<file path="config.mk">
export PLATFORM = sky130hd
export DESIGN_NAME = line_burst_reader
export DESIGN_NICKNAME = d
export VERILOG_FILES = /design/src/rtl/lbr_pkg.sv /design/src/rtl/lbr_wrap.sv /design/src/rtl/lbr_seq.sv /design/src/rtl/lbr_linebuf.sv /design/src/rtl/line_burst_reader.sv
export SDC_FILE = /design/constraint.sdc
export NUM_CORES = 1
export LEC_CHECK = 0
export BUFFER_PORTS_ARGS = -buffer_cell sky130_fd_sc_hd__buf_2
export CAP_MARGIN = 20
export CORE_ASPECT_RATIO = 1.4
export CORE_MARGIN = 2
export CORE_UTILIZATION = 37
export CTS_CLUSTER_SIZE = 16
export DETAILED_ROUTE_END_ITERATION = 6
export SETUP_SLACK_MARGIN = 0.15
export SLEW_MARGIN = 25
export SYNTH_ARGS = -nofsm -noshare
export SYNTH_HDL_FRONTEND = slang
export SYNTH_SLANG_ARGS = --single-unit
</file>
<file path="constraint.sdc">
create_clock -name clk -period 3.9 [get_ports clk]
set_input_delay 0.195 -clock clk [delete_from_list [all_inputs] [get_ports clk]]
set_output_delay 0.195 -clock clk [all_outputs]
set_load 0.02 [all_outputs]
</file>
<file path="src/rtl/lbr_pkg.sv">
package lbr_pkg;
    typedef enum logic [1:0] {
        PH_IDLE  = 2'd0,
        PH_START = 2'd1,
        PH_DATA  = 2'd2
    } lbr_phase_e;
endpackage

</file>
<file path="src/rtl/lbr_wrap.sv">
module lbr_wrap #(
    parameter int IDX_W = 2
) (
    input  logic [IDX_W-1:0] start_idx,
    input  logic [IDX_W-1:0] beat_idx,
    output logic [IDX_W-1:0] slot_idx
);
    // modular add: the carry out of IDX_W bits is the wrap at the line edge
    always_comb begin
        slot_idx = start_idx + beat_idx;
    end
endmodule

</file>
<file path="src/rtl/lbr_seq.sv">
module lbr_seq
    import lbr_pkg::*;
#(
    parameter int ADDR_W = 32,
    parameter int BEATS  = 4,
    parameter int OFF_W  = 2
) (
    input  logic                      clk,
    input  logic                      rst_n,
    input  logic                      req_valid,
    input  logic [ADDR_W-1:0]         req_addr,
    input  logic                      req_ext_term,
    input  logic                      bus_ack,
    output logic                      busy,
    output logic                      done,
    output logic                      cap_en,
    output logic [$clog2(BEATS)-1:0]  start_idx,
    output logic [$clog2(BEATS)-1:0]  beat_idx,
    output logic [ADDR_W-1:0]         bus_addr,
    output logic                      bus_ts,
    output logic                      bus_tip,
    output logic                      bus_cs,
    output logic                      bus_oe
);
    localparam int IDX_W = $clog2(BEATS);
    localparam logic [ADDR_W-1:0] WORD_MASK = ADDR_W'((1 << OFF_W) - 1);
    localparam logic [IDX_W-1:0]  LAST_BEAT = IDX_W'(BEATS - 1);

    typedef struct packed {
        lbr_phase_e        phase;
        logic [IDX_W-1:0]  beat;
        logic [IDX_W-1:0]  start;
        logic              ext;
        logic [ADDR_W-1:0] addr;
        logic              ts;
        logic              tip;
        logic              cs;
        logic              oe;
        logic              done;
    } seq_state_t;

    seq_state_t st_d, st_q;
    logic       take_beat;

    always_comb begin
        take_beat = (st_q.phase == PH_DATA) && (!st_q.ext || bus_ack);
        st_d      = st_q;
        st_d.ts   = 1'b0;
        st_d.done = 1'b0;
        unique case (st_q.phase)
            PH_IDLE: begin
                if (req_valid) begin
                    st_d.phase = PH_START;
                    st_d.beat  = '0;
                    st_d.start = req_addr[OFF_W +: IDX_W];
                    st_d.ext   = req_ext_term;
                    st_d.addr  = req_addr & ~WORD_MASK;
                    st_d.ts    = 1'b1;
                    st_d.tip   = 1'b1;
                    st_d.cs    = 1'b1;
                    st_d.oe    = 1'b1;
                end
            end
            PH_START: begin
                st_d.phase = PH_DATA;
            end
            PH_DATA: begin
                if (take_beat) begin
                    if (st_q.beat == LAST_BEAT) begin
                        st_d.phase = PH_IDLE;
                        st_d.tip   = 1'b0;
                        st_d.cs    = 1'b0;
                        st_d.oe    = 1'b0;
                        st_d.done  = 1'b1;
                    end else begin
                        st_d.beat = st_q.beat + IDX_W'(1);
                        if (!st_q.ext) begin
                            st_d.addr[OFF_W +: IDX_W] = st_q.start + st_q.beat + IDX_W'(1);
                        end
                    end
                end
            end
            default: st_d.phase = PH_IDLE;
        endcase
    end

    always_ff @(posedge clk or negedge rst_n) begin
        if (!rst_n) begin
            st_q <= '{phase: PH_IDLE, default: '0};
        end else begin
            st_q <= st_d;
        end
    end

    assign busy      = (st_q.phase != PH_IDLE);
    assign done      = st_q.done;
    assign cap_en    = take_beat;
    assign start_idx = st_q.start;
    assign beat_idx  = st_q.beat;
    assign bus_addr  = st_q.addr;
    assign bus_ts    = st_q.ts;
    assign bus_tip   = st_q.tip;
    assign bus_cs    = st_q.cs;
    assign bus_oe    = st_q.oe;
endmodule

</file>
<file path="src/rtl/lbr_linebuf.sv">
module lbr_linebuf #(
    parameter int BEATS  = 4,
    parameter int DATA_W = 32
) (
    input  logic                       clk,
    input  logic                       rst_n,
    input  logic                       wr_en,
    input  logic [$clog2(BEATS)-1:0]   wr_slot,
    input  logic [DATA_W-1:0]          wr_data,
    output logic [BEATS*DATA_W-1:0]    line_data
);
    localparam int IDX_W = $clog2(BEATS);

    logic [DATA_W-1:0] slot_d [BEATS];
    logic [DATA_W-1:0] slot_q [BEATS];

    generate
        for (genvar g = 0; g < BEATS; g++) begin : g_slot
            always_comb begin
                slot_d[g] = slot_q[g];
                if (wr_en && (wr_slot == IDX_W'(g))) begin
                    slot_d[g] = wr_data;
                end
            end

            always_ff @(posedge clk or negedge rst_n) begin
                if (!rst_n) begin
                    slot_q[g] <= '0;
                end else begin
                    slot_q[g] <= slot_d[g];
                end
            end

            assign line_data[g*DATA_W +: DATA_W] = slot_q[g];
        end
    endgenerate
endmodule

</file>
<file path="src/rtl/line_burst_reader.sv">
module line_burst_reader #(
    parameter int ADDR_W     = 32,
    parameter int LINE_BYTES = 16,
    parameter int WORD_BYTES = 4
) (
    input  logic                      clk,
    input  logic                      rst_n,
    input  logic                      req_valid,
    input  logic [ADDR_W-1:0]         req_addr,
    input  logic                      req_ext_term,
    output logic                      busy,
    output logic                      done,
    output logic [LINE_BYTES*8-1:0]   line_data,
    output logic [ADDR_W-1:0]         bus_addr,
    output logic                      bus_ts,
    output logic                      bus_tip,
    output logic                      bus_cs,
    output logic                      bus_oe,
    input  logic                      bus_ack,
    input  logic [WORD_BYTES*8-1:0]   bus_rdata
);
    localparam int BEATS  = LINE_BYTES / WORD_BYTES;
    localparam int IDX_W  = $clog2(BEATS);
    localparam int OFF_W  = $clog2(WORD_BYTES);
    localparam int DATA_W = WORD_BYTES * 8;

    logic             cap_en;
    logic [IDX_W-1:0] start_idx;
    logic [IDX_W-1:0] beat_idx;
    logic [IDX_W-1:0] slot_idx;

    lbr_seq #(
        .ADDR_W (ADDR_W),
        .BEATS  (BEATS),
        .OFF_W  (OFF_W)
    ) u_seq (
        .clk          (clk),
        .rst_n        (rst_n),
        .req_valid    (req_valid),
        .req_addr     (req_addr),
        .req_ext_term (req_ext_term),
        .bus_ack      (bus_ack),
        .busy         (busy),
        .done         (done),
        .cap_en       (cap_en),
        .start_idx    (start_idx),
        .beat_idx     (beat_idx),
        .bus_addr     (bus_addr),
        .bus_ts       (bus_ts),
        .bus_tip      (bus_tip),
        .bus_cs       (bus_cs),
        .bus_oe       (bus_oe)
    );

    lbr_wrap #(
        .IDX_W (IDX_W)
    ) u_wrap (
        .start_idx (start_idx),
        .beat_idx  (beat_idx),
        .slot_idx  (slot_idx)
    );

    lbr_linebuf #(
        .BEATS  (BEATS),
        .DATA_W (DATA_W)
    ) u_buf (
        .clk       (clk),
        .rst_n     (rst_n),
        .wr_en     (cap_en),
        .wr_slot   (slot_idx),
        .wr_data   (bus_rdata),
        .line_data (line_data)
    );
endmodule

</file>
==> impl_results.md <==
- CTS tree: yes
- Vias/cell: 4.68
- Max-cap viol count: 0
- Met2 wire len: 8400 microns
- # resized after CTS: 0
- Final setup viols: 0
- Final hold violation count: 0
- Register area share after synthesis: 62.3%
- GR Util All Layers: 16.3%
- I/O Pins: 235
- Multi-input gate area: 2170 sq um
- Ys Warns: 0
- Core area: 17900 sq um
- Largest net degree at the start of global routing: 106
- R2R Setup Slk: 1260 ps
- Synth area leader: dfrtp_1
- Starting Density: 37.6%
- Die area: 19300 sq um
- Critical path peak fanout: 19
- Post-synthesis cell count: 423
- Total power: 8.63 mW
- Setup Skew: 13.6 ps
- Critical path class: reg -> reg
- #FFs+latches synth: 168
- WP data arrival: 2940 ps
- Port Buffers: 230
- Worst hold start: req_addr[22]
- Reg2reg end: u_buf.line_data[64]
- Vias in the first global route: 4643
- Most frequent cells in the layout: 229 x buf_2, 168 x dfrtp_1, 154 x mux2_2
- R2R cell count: 5
- Max-slew violations: 0
- RSZ-0062 raised after global routing: false
- Min cycle time layout: 2640 ps
- Most common cell after layout, fill and taps aside: buf_2
- Num CTS Buffers: 17
- ANT nets after route: 0
- Setup bufs post-CTS: 0
- Worst-skew pair later-pin latency: 430 ps
- H-Tree Depth: 4
- Worst-path clk slew: 70 ps
- Met3 wire length: 778 microns
- CTS sink count: 168
- Routed WL per cell: 16.9 microns
- Drt drc: 0
- Ratio of cells with drive above 1 in the final layout: 64.3%
- Clock root buffer: clkbuf_16
- Share of the synthesized area in the top cell type: 62.3%
- Initial antenna violation count: 1
- Worst slew margin: 43.9%
- Met1 wire length: 5770 microns
- Via Count: 4252
- Peak supply drop: 0.000421 V
- Final Cycle Share: 67.7%
- Layout area overhead: 29.5%
- Post-Syn Area: 6750 sq um
- Bufs on Longest Clock Path: 2
- Final nets: 725
- WHS Path Cells: 2
- Outcome: finished clean
- Die Wd: 118 microns
- Pwr Density: 988 nW/um^2
- Hold Crit Class: in -> reg
- Critical path startpoint category: register
- Most area-consuming cells after synthesis: dfrtp_1 62%, mux2_2 26%, buf_4 4.5%, mux2_1 1.0%, buf_2 0.59%
- First-pass GRT wire length: 24500 microns
- Register area: 4200 sq um
- Pre-Repair DR Iteration Count: 4
- Hold Buf Count CTS: 24
- Final wirelength: 15400 microns
- Max Clk Rate: 379 MHz
- Leakage: 4.13 nW
- Tightest Pin Transition: 839 ps
- Average size of a mapped cell: 15.9 sq um
- TNS Setup: 0 ps
- Crit Reg-Reg Startpoint: u_seq.beat_idx[0]
- GPL Wtd Cong: 0.765
- Total global routing overflow: 0
- HPWL after DPL: 10600 microns
- Fill cells: 1616
- Chip height: 164 microns
- Detailed router's first-iteration violation count: 147
- CP required: 4200 ps
- Row cnt: 58
- Unique masters post-synth: 36
- Max layer used: met4
- WHS Endpoint: u_seq.bus_addr[22]
- Element type at the critical path end: register
-- flip-flops by register name (all words and copies together) (netlist names) --
signal           count
u_seq.start_idx      2
u_buf.line_data    128
u_seq.bus_oe         1
u_seq.beat_idx       2
u_seq.bus_ts         1
u_seq.st_q           3
u_seq.bus_addr      30
u_seq.done           1
-- cells in the mapped netlist, drive strengths merged --
library cell	count
buf	51
inv	4
nor2b	2
nand3b	1
nand4	1
a31oi	1
xnor2	1
xor3	1
mux2	160
conb	1
nor3	2
a21o	2
a21oi	1
ha	2
dfrtp	168
or3b	1
nand3	2
nand4b	1
nand2b	6
a221o	1
a211oi	1
o21ai	1
o32ai	1
xnor3	1
mux2i	2
o2111a	1
or2	1
nor3b	3
nor2	1
and2	1
nand2	1
-- report_power, final --
group          internal (mW)  leakage (nW)  switching, mW
Combinational           1.69          1.86           2.21
Sequential              2.64          1.99          0.456
Clock                  0.925         0.277          0.709
Total                   5.25          4.13           3.37
-- cell type report --
type	count	area share (%)
Sequential cell	168	48.1
Multi-Input combinational cell	201	24.8
Timing Repair Buffer	262	16.9
Clock buffer	21	5.27
Tap cell	240	3.44
Clock inverter	11	1.26
Inverter	4	0.172
Antenna cell	1	0.0286
-- how the worst max path moves through the flow --
| stage | from | slack [ps] | end | depth (start not counted) |
|---|---|---|---|---|
| floorplan | u_seq.beat_idx[0] | 2040 | u_buf.line_data[10] | 5 |
| detailed placement | u_seq.beat_idx[0] | 1190 | u_buf.line_data[64] | 5 |
| global placement | u_seq.beat_idx[0] | 1230 | u_buf.line_data[64] | 5 |
| CTS | u_seq.beat_idx[0] | 1170 | u_buf.line_data[64] | 5 |
| global route | u_seq.beat_idx[0] | 1110 | u_buf.line_data[64] | 5 |
| finish | u_seq.beat_idx[0] | 1260 | u_buf.line_data[64] | 5 |
-- metrics by stage --
step | util (%) | hold WS (ps) | worst slack, ps | area (sq um) | cells
finish | 48.7 | 14.4 | 1260 | 8730 | 908
global route | 48.7 | 2.94 | 1110 | 8730 | 908
CTS | 48.6 | 0.520 | 1170 | 8720 | 906
detailed placement | 44.1 | 382 | 1190 | 7910 | 850
global placement | 44.1 | 364 | 1230 | 7910 | 850
floorplan | - | -101 | 2040 | 6750 | 424
-- kinds of logic after synthesis --
logic type / synth area share [%]
flops: 62.3
xor+xnor: 0.835
simple gates: 2.62
buf+inv: 5.77
other cells: 0.0556
fa+ha+maj: 0.371
mux: 27.0
compound gates: 1.02
-- metal layers --
layer	up-vias	GRT usage (%)
met5	-	0
met1	2178	17.8
li1	1922	-
met3	25	4.58
met2	127	29.7
met4	0	7.01
-- critical path, cell delays in order (launching register included) --
cell	delay [ps]
dfrtp_1	420
ha_1	370
nor3b_1	470
nand3_2	500
buf_4	420
mux2_1	330
Note: power is estimated with default switching activity, not from simulation.
